===== src/rtl/lif_pkg.sv =====
package lif_pkg;
  typedef enum logic [1:0] {
    RM_ZERO     = 2'b00,
    RM_KEEP     = 2'b01,
    RM_SUBTRACT = 2'b10,
    RM_ZERO_ALT = 2'b11
  } reset_mode_e;
endpackage


===== src/rtl/lif_sat.sv =====
module lif_sat #(
  parameter int IN_W  = 18,
  parameter int OUT_W = 16
) (
  input  logic signed [IN_W-1:0]  x_i,
  output logic signed [OUT_W-1:0] y_o
);
  localparam int PAD_W = IN_W - OUT_W + 1;
  localparam logic signed [IN_W-1:0] MAXV = {{PAD_W{1'b0}}, {(OUT_W-1){1'b1}}};
  localparam logic signed [IN_W-1:0] MINV = {{PAD_W{1'b1}}, {(OUT_W-1){1'b0}}};

  always_comb begin
    if (x_i > MAXV)      y_o = MAXV[OUT_W-1:0];
    else if (x_i < MINV) y_o = MINV[OUT_W-1:0];
    else                 y_o = x_i[OUT_W-1:0];
  end
endmodule


===== src/rtl/lif_neuron.sv =====
module lif_neuron
  import lif_pkg::*;
#(
  parameter int POT_W  = 16,
  parameter int SUM_W  = 12,
  parameter int LEAK_W = 9
) (
  input  logic                    clk,
  input  logic                    rst,
  input  logic                    tick_i,
  input  logic [SUM_W-1:0]        sum_i,
  input  logic [LEAK_W-1:0]       leak_i,
  input  logic signed [POT_W-1:0] thresh_i,
  input  logic [1:0]              rmode_i,
  input  logic signed [POT_W-1:0] floor_i,
  input  logic                    floor_en_i,
  output logic                    spike_o,
  output logic signed [POT_W-1:0] pot_o
);
  localparam int EXT_W = POT_W + 2;

  logic signed [POT_W-1:0] pot_q;
  logic                    spike_q;
  logic signed [EXT_W-1:0] raw_sum, raw_sub;
  logic signed [POT_W-1:0] v_new, v_sub, v_rst, v_next;
  logic                    fire;
  reset_mode_e             mode;

  assign mode = reset_mode_e'(rmode_i);

  // integrate: potential + synaptic sum + leak, in a widened domain
  assign raw_sum = {{(EXT_W-POT_W){pot_q[POT_W-1]}}, pot_q}
                 + {{(EXT_W-SUM_W){sum_i[SUM_W-1]}}, sum_i}
                 + {{(EXT_W-LEAK_W){leak_i[LEAK_W-1]}}, leak_i};

  lif_sat #(.IN_W(EXT_W), .OUT_W(POT_W)) u_sat_sum (.x_i(raw_sum), .y_o(v_new));

  assign fire = (v_new >= thresh_i);

  assign raw_sub = {{(EXT_W-POT_W){v_new[POT_W-1]}}, v_new}
                 - {{(EXT_W-POT_W){thresh_i[POT_W-1]}}, thresh_i};

  lif_sat #(.IN_W(EXT_W), .OUT_W(POT_W)) u_sat_sub (.x_i(raw_sub), .y_o(v_sub));

  always_comb begin
    v_rst = v_new;
    if (fire) begin
      unique case (mode)
        RM_KEEP:     v_rst = v_new;
        RM_SUBTRACT: v_rst = v_sub;
        default:     v_rst = '0;
      endcase
    end
    v_next = (floor_en_i && (v_rst < floor_i)) ? floor_i : v_rst;
  end

  always_ff @(posedge clk) begin
    if (rst) begin
      pot_q   <= '0;
      spike_q <= 1'b0;
    end else if (tick_i) begin
      pot_q   <= v_next;
      spike_q <= fire;
    end
  end

  assign pot_o   = pot_q;
  assign spike_o = spike_q;

  assert_reset_state_R1: assert property (@(posedge clk)
    rst |=> (pot_q == '0 && !spike_q));

  assert_idle_stable_R4: assert property (@(posedge clk) disable iff (rst)
    !tick_i |=> ($stable(pot_q) && $stable(spike_q)));

  assert_spike_needs_tick_R3: assert property (@(posedge clk) disable iff (rst)
    $rose(spike_q) |-> $past(tick_i));

  assert_zero_reset_R5: assert property (@(posedge clk) disable iff (rst)
    (tick_i && mode == RM_ZERO && !floor_en_i) |=> (!spike_q || pot_q == '0));

  assert_floor_hold_R6: assert property (@(posedge clk) disable iff (rst)
    (tick_i && floor_en_i) |=> (pot_q >= $past(floor_i)));
endmodule


===== src/rtl/lif_bank.sv =====
module lif_bank #(
  parameter int N      = 4,
  parameter int POT_W  = 16,
  parameter int SUM_W  = 12,
  parameter int LEAK_W = 9
) (
  input  logic                  clk,
  input  logic                  rst,
  input  logic                  tick_i,
  input  logic [N*SUM_W-1:0]    sum_i,
  input  logic [N*LEAK_W-1:0]   leak_i,
  input  logic [POT_W-1:0]      thresh_i,
  input  logic [1:0]            rmode_i,
  input  logic [POT_W-1:0]      floor_i,
  input  logic                  floor_en_i,
  output logic [N-1:0]          spike_o,
  output logic [N*POT_W-1:0]    pot_o
);
  localparam logic [LEAK_W-1:0] LEAK_BAD = {1'b1, {(LEAK_W-1){1'b0}}};

  for (genvar k = 0; k < N; k++) begin : g_lane
    logic signed [POT_W-1:0] pot_k;

    lif_neuron #(.POT_W(POT_W), .SUM_W(SUM_W), .LEAK_W(LEAK_W)) u_neuron (
      .clk        (clk),
      .rst        (rst),
      .tick_i     (tick_i),
      .sum_i      (sum_i[k*SUM_W +: SUM_W]),
      .leak_i     (leak_i[k*LEAK_W +: LEAK_W]),
      .thresh_i   (thresh_i),
      .rmode_i    (rmode_i),
      .floor_i    (floor_i),
      .floor_en_i (floor_en_i),
      .spike_o    (spike_o[k]),
      .pot_o      (pot_k)
    );

    assign pot_o[k*POT_W +: POT_W] = pot_k;

    assert_leak_range_R2: assert property (@(posedge clk) disable iff (rst)
      leak_i[k*LEAK_W +: LEAK_W] != LEAK_BAD);
  end
endmodule


===== config.mk =====
export PLATFORM = sky130hd
export DESIGN_NAME = lif_bank
export DESIGN_NICKNAME = d
export VERILOG_FILES = /design/src/rtl/lif_pkg.sv /design/src/rtl/lif_sat.sv /design/src/rtl/lif_neuron.sv /design/src/rtl/lif_bank.sv
export SDC_FILE = /design/constraint.sdc
export NUM_CORES = 1
export LEC_CHECK = 0
export ABC_AREA = 1
export BUFFER_PORTS_ARGS = -buffer_cell sky130_fd_sc_hd__buf_2
export CORE_ASPECT_RATIO = 0.9
export CORE_MARGIN = 4
export CORE_UTILIZATION = 45
export DETAILED_ROUTE_END_ITERATION = 12
export PLACE_DENSITY_LB_ADDON = 0.15
export SYNTH_ARGS = -nofsm -noshare
export SYNTH_HDL_FRONTEND = slang
export SYNTH_HIERARCHICAL = 1
export SYNTH_SLANG_ARGS = --single-unit

===== constraint.sdc =====
create_clock -name clk -period 28.3 [get_ports clk]
set_input_delay 5.66 -clock clk [delete_from_list [all_inputs] [get_ports clk]]
set_output_delay 5.66 -clock clk [all_outputs]
set_load 0.01 [all_outputs]

==> metrics <==
clk_lat worst skew=0.36 ns; CTS tree=yes; Remaining DRCs=0; Max clock buf depth=2; Tmin final=14.66 ns; top post-synthesis cells by area=ha_1 (16%), nand2_1 (15%), fa_1 (8.9%); vias in the first global route=14.8k; Synth Area per Inst=6.74 um2; RSZ-0062 raised after global routing=false; CTS root buffer=clkbuf_16; Vias=15.4k; ANT cells=0; initial antenna violation count=0; CP Max Fanout=17; Detail Route Antenna Nets=0; final core occ=49.3%; CTS buffer count=9; I/O pin count=190; Final Cycle Share=51.8%; CP Class=in -> reg; Vias/cell=5.19; most frequent CP cell=nand2_1; TNS Setup=0 ns; Reg clk slew, reported paths=0.05 ns; largest net degree at the start of global routing=69; first-pass GRT wire length=77.5 mm; share of the synthesized area in the top cell type=15.5%; GRT overflow=0; area of the core=35,200 um2; Layout area overhead=7.78%; slowest stage delay, CP=0.68 ns; die width=207 um; mapped cell area=16,100 um2; synthesized flop and latch total=68; Post-CTS Setup Inserts=0; gpl congestion=0.916; DR iter-0 viols=1,015; # setup viols final=0; Slew headroom=30.1%; Starting Density=45.8%; Max Freq=68.2 MHz; first-pass iteration count of the detailed router=5; All-Layer GR Usage=24.1%; drt total wl=48.3 mm; Synth async-reset ratio=0%; Die Height=188 um; Final Skew=0.0131 ns; H-Tree Depth=3; Hold WC Path Type=reg -> reg; Core Rows=65; CP startpoint kind=input pin; HPWL Detailed=39.5 mm; hold buffer count at CTS=0; synth warn=6; WP data required=28.48 ns; nets@finish=2,894; # fillers=3,634; Yosys top cell by area=ha_1; Post-synth EDFFs=0; Synthesized Nets=2,783; layout cell share with drive strength beyond 1=18.3%; Cells after Synth=2,389; status=finished clean; part of the Yosys area used for sequential elements=8.45%; post-synth cell types=48; Crit-path slowest cell=a2111oi_0; Main synth FF type=dfxtp_1; Final Hold Fails=0; Slew Viols, Final=0; CTS sink count=68; Setup crit end kind=flop; worst slew pin tran=1.05 ns; crit path DAT=14.84 ns; # port buffers=189; die outline area=38,900 um2; CTS resizes=0; max cap viols=0; wire per inst=16.3 um
-- sequential cells by signal (all words and copies together), names as in the netlist --
signal	cells
g_lane.u_neuron/spike_o	4
g_lane.u_neuron/pot_o	64
-- metrics by stage --
step | cell area, um2 | instances | hold slack (ns) | setup WS (ns)
CTS | 17400 | 2973 | 0.487 | 13.62
floorplan | 16100 | 2389 | 0.502 | 14.69
finish | 17400 | 2973 | 0.486 | 13.64
global route | 17400 | 2973 | 0.508 | 12.61
global placement | 17100 | 2958 | 0.477 | 13.46
detailed placement | 17100 | 2958 | 0.479 | 13.25
-- final cells by class --
cell class / instances / area, um2 / area share, %
flip-flops and latches: 68 / 1360 / 7.84
repair buffers: 192 / 973 / 5.61
well taps: 469 / 587 / 3.38
clock inverters: 4 / 50.0 / 0.288
multi-input cells: 1846 / 12700 / 73.2
clock buffers: 11 / 243 / 1.40
inverters: 383 / 1440 / 8.28
-- critical path: cells and delay by family --
| family | cells | cell delay (ns) |
|---|---|---|
| compound gates | 21 | 4.84 |
| xor+xnor | 1 | 0.54 |
| fa+ha+maj | 5 | 1.51 |
| buf+inv | 4 | 0.30 |
| simple gates | 15 | 1.95 |
-- routing by layer --
| layer | wire [um] | GRT usage [%] |
|---|---|---|
| met5 | 0 | 0 |
| met4 | 1120 | 6.20 |
| met3 | 2430 | 2.73 |
| met2 | 21500 | 39.3 |
| met1 | 23200 | 34.1 |
-- worst paths after layout --
kind | start | to | slack [ns] | depth (start not counted)
max reg2reg | g_lane[3].u_neuron/pot_o[4] | g_lane[3].u_neuron/pot_o[4] | 18.74 | 44
min | g_lane[3].u_neuron/pot_o[0] | g_lane[3].u_neuron/pot_o[0] | 0.49 | 2
min reg2reg | g_lane[3].u_neuron/pot_o[0] | g_lane[3].u_neuron/pot_o[0] | 0.49 | 2
max | sum_i[37] | g_lane[3].u_neuron/pot_o[4] | 13.64 | 46
-- synth_stat cells, types with 6 or more instances --
| cell type | number |
|---|---|
| nand2_1 | 630 |
| inv_1 | 376 |
| ha_1 | 200 |
| a21oi_1 | 139 |
| nand2_2 | 108 |
| o21ai_0 | 98 |
| nor2_1 | 76 |
| nand4_1 | 73 |
| xor2_1 | 73 |
| fa_1 | 72 |
| dfxtp_1 | 68 |
| a22o_1 | 56 |
| nand3_1 | 54 |
| nand3_2 | 54 |
| clkbuf_1 | 51 |
| a21oi_2 | 41 |
| xnor2_1 | 40 |
| o21bai_1 | 18 |
| a31oi_1 | 15 |
| nand2_4 | 14 |
| buf_6 | 13 |
| buf_2 | 12 |
| and2_1 | 8 |
| buf_12 | 8 |
| nor2_2 | 8 |
| o21bai_4 | 8 |
| a211oi_1 | 7 |
| a221oi_1 | 7 |
| nor3_1 | 7 |
| o21ai_1 | 7 |
| nand3_4 | 6 |
-- cells by family (layout without fill, tap and decap cells) --
| group | count (synthesis) | after routing | share of synthesized area [%] |
|---|---|---|---|
| flops | 68 | 68 | 8.45 |
| xor+xnor | 113 | 113 | 6.14 |
| fa+ha+maj | 272 | 272 | 24.5 |
| buf+inv | 475 | 590 | 12.6 |
| simple gates | 1045 | 1045 | 31.3 |
| compound gates | 416 | 416 | 17.0 |
-- layout by cell type, fill, tap and decap left out, drive strengths merged, types with 7 or more instances in the layout --
cell type  instances
a211oi             7
a21oi            180
a221oi             7
a22o              56
a31oi             15
and2               8
buf              192
clkbuf            11
dfxtp             68
fa                72
ha               200
inv              379
nand2            752
nand3            114
nand4             73
nor2              86
nor3               8
o21ai            106
o21bai            26
xnor2             40
xor2              73
Power is not shown: default switching activity piles up to over one toggle a cycle in this logic, so the estimate is an artifact.
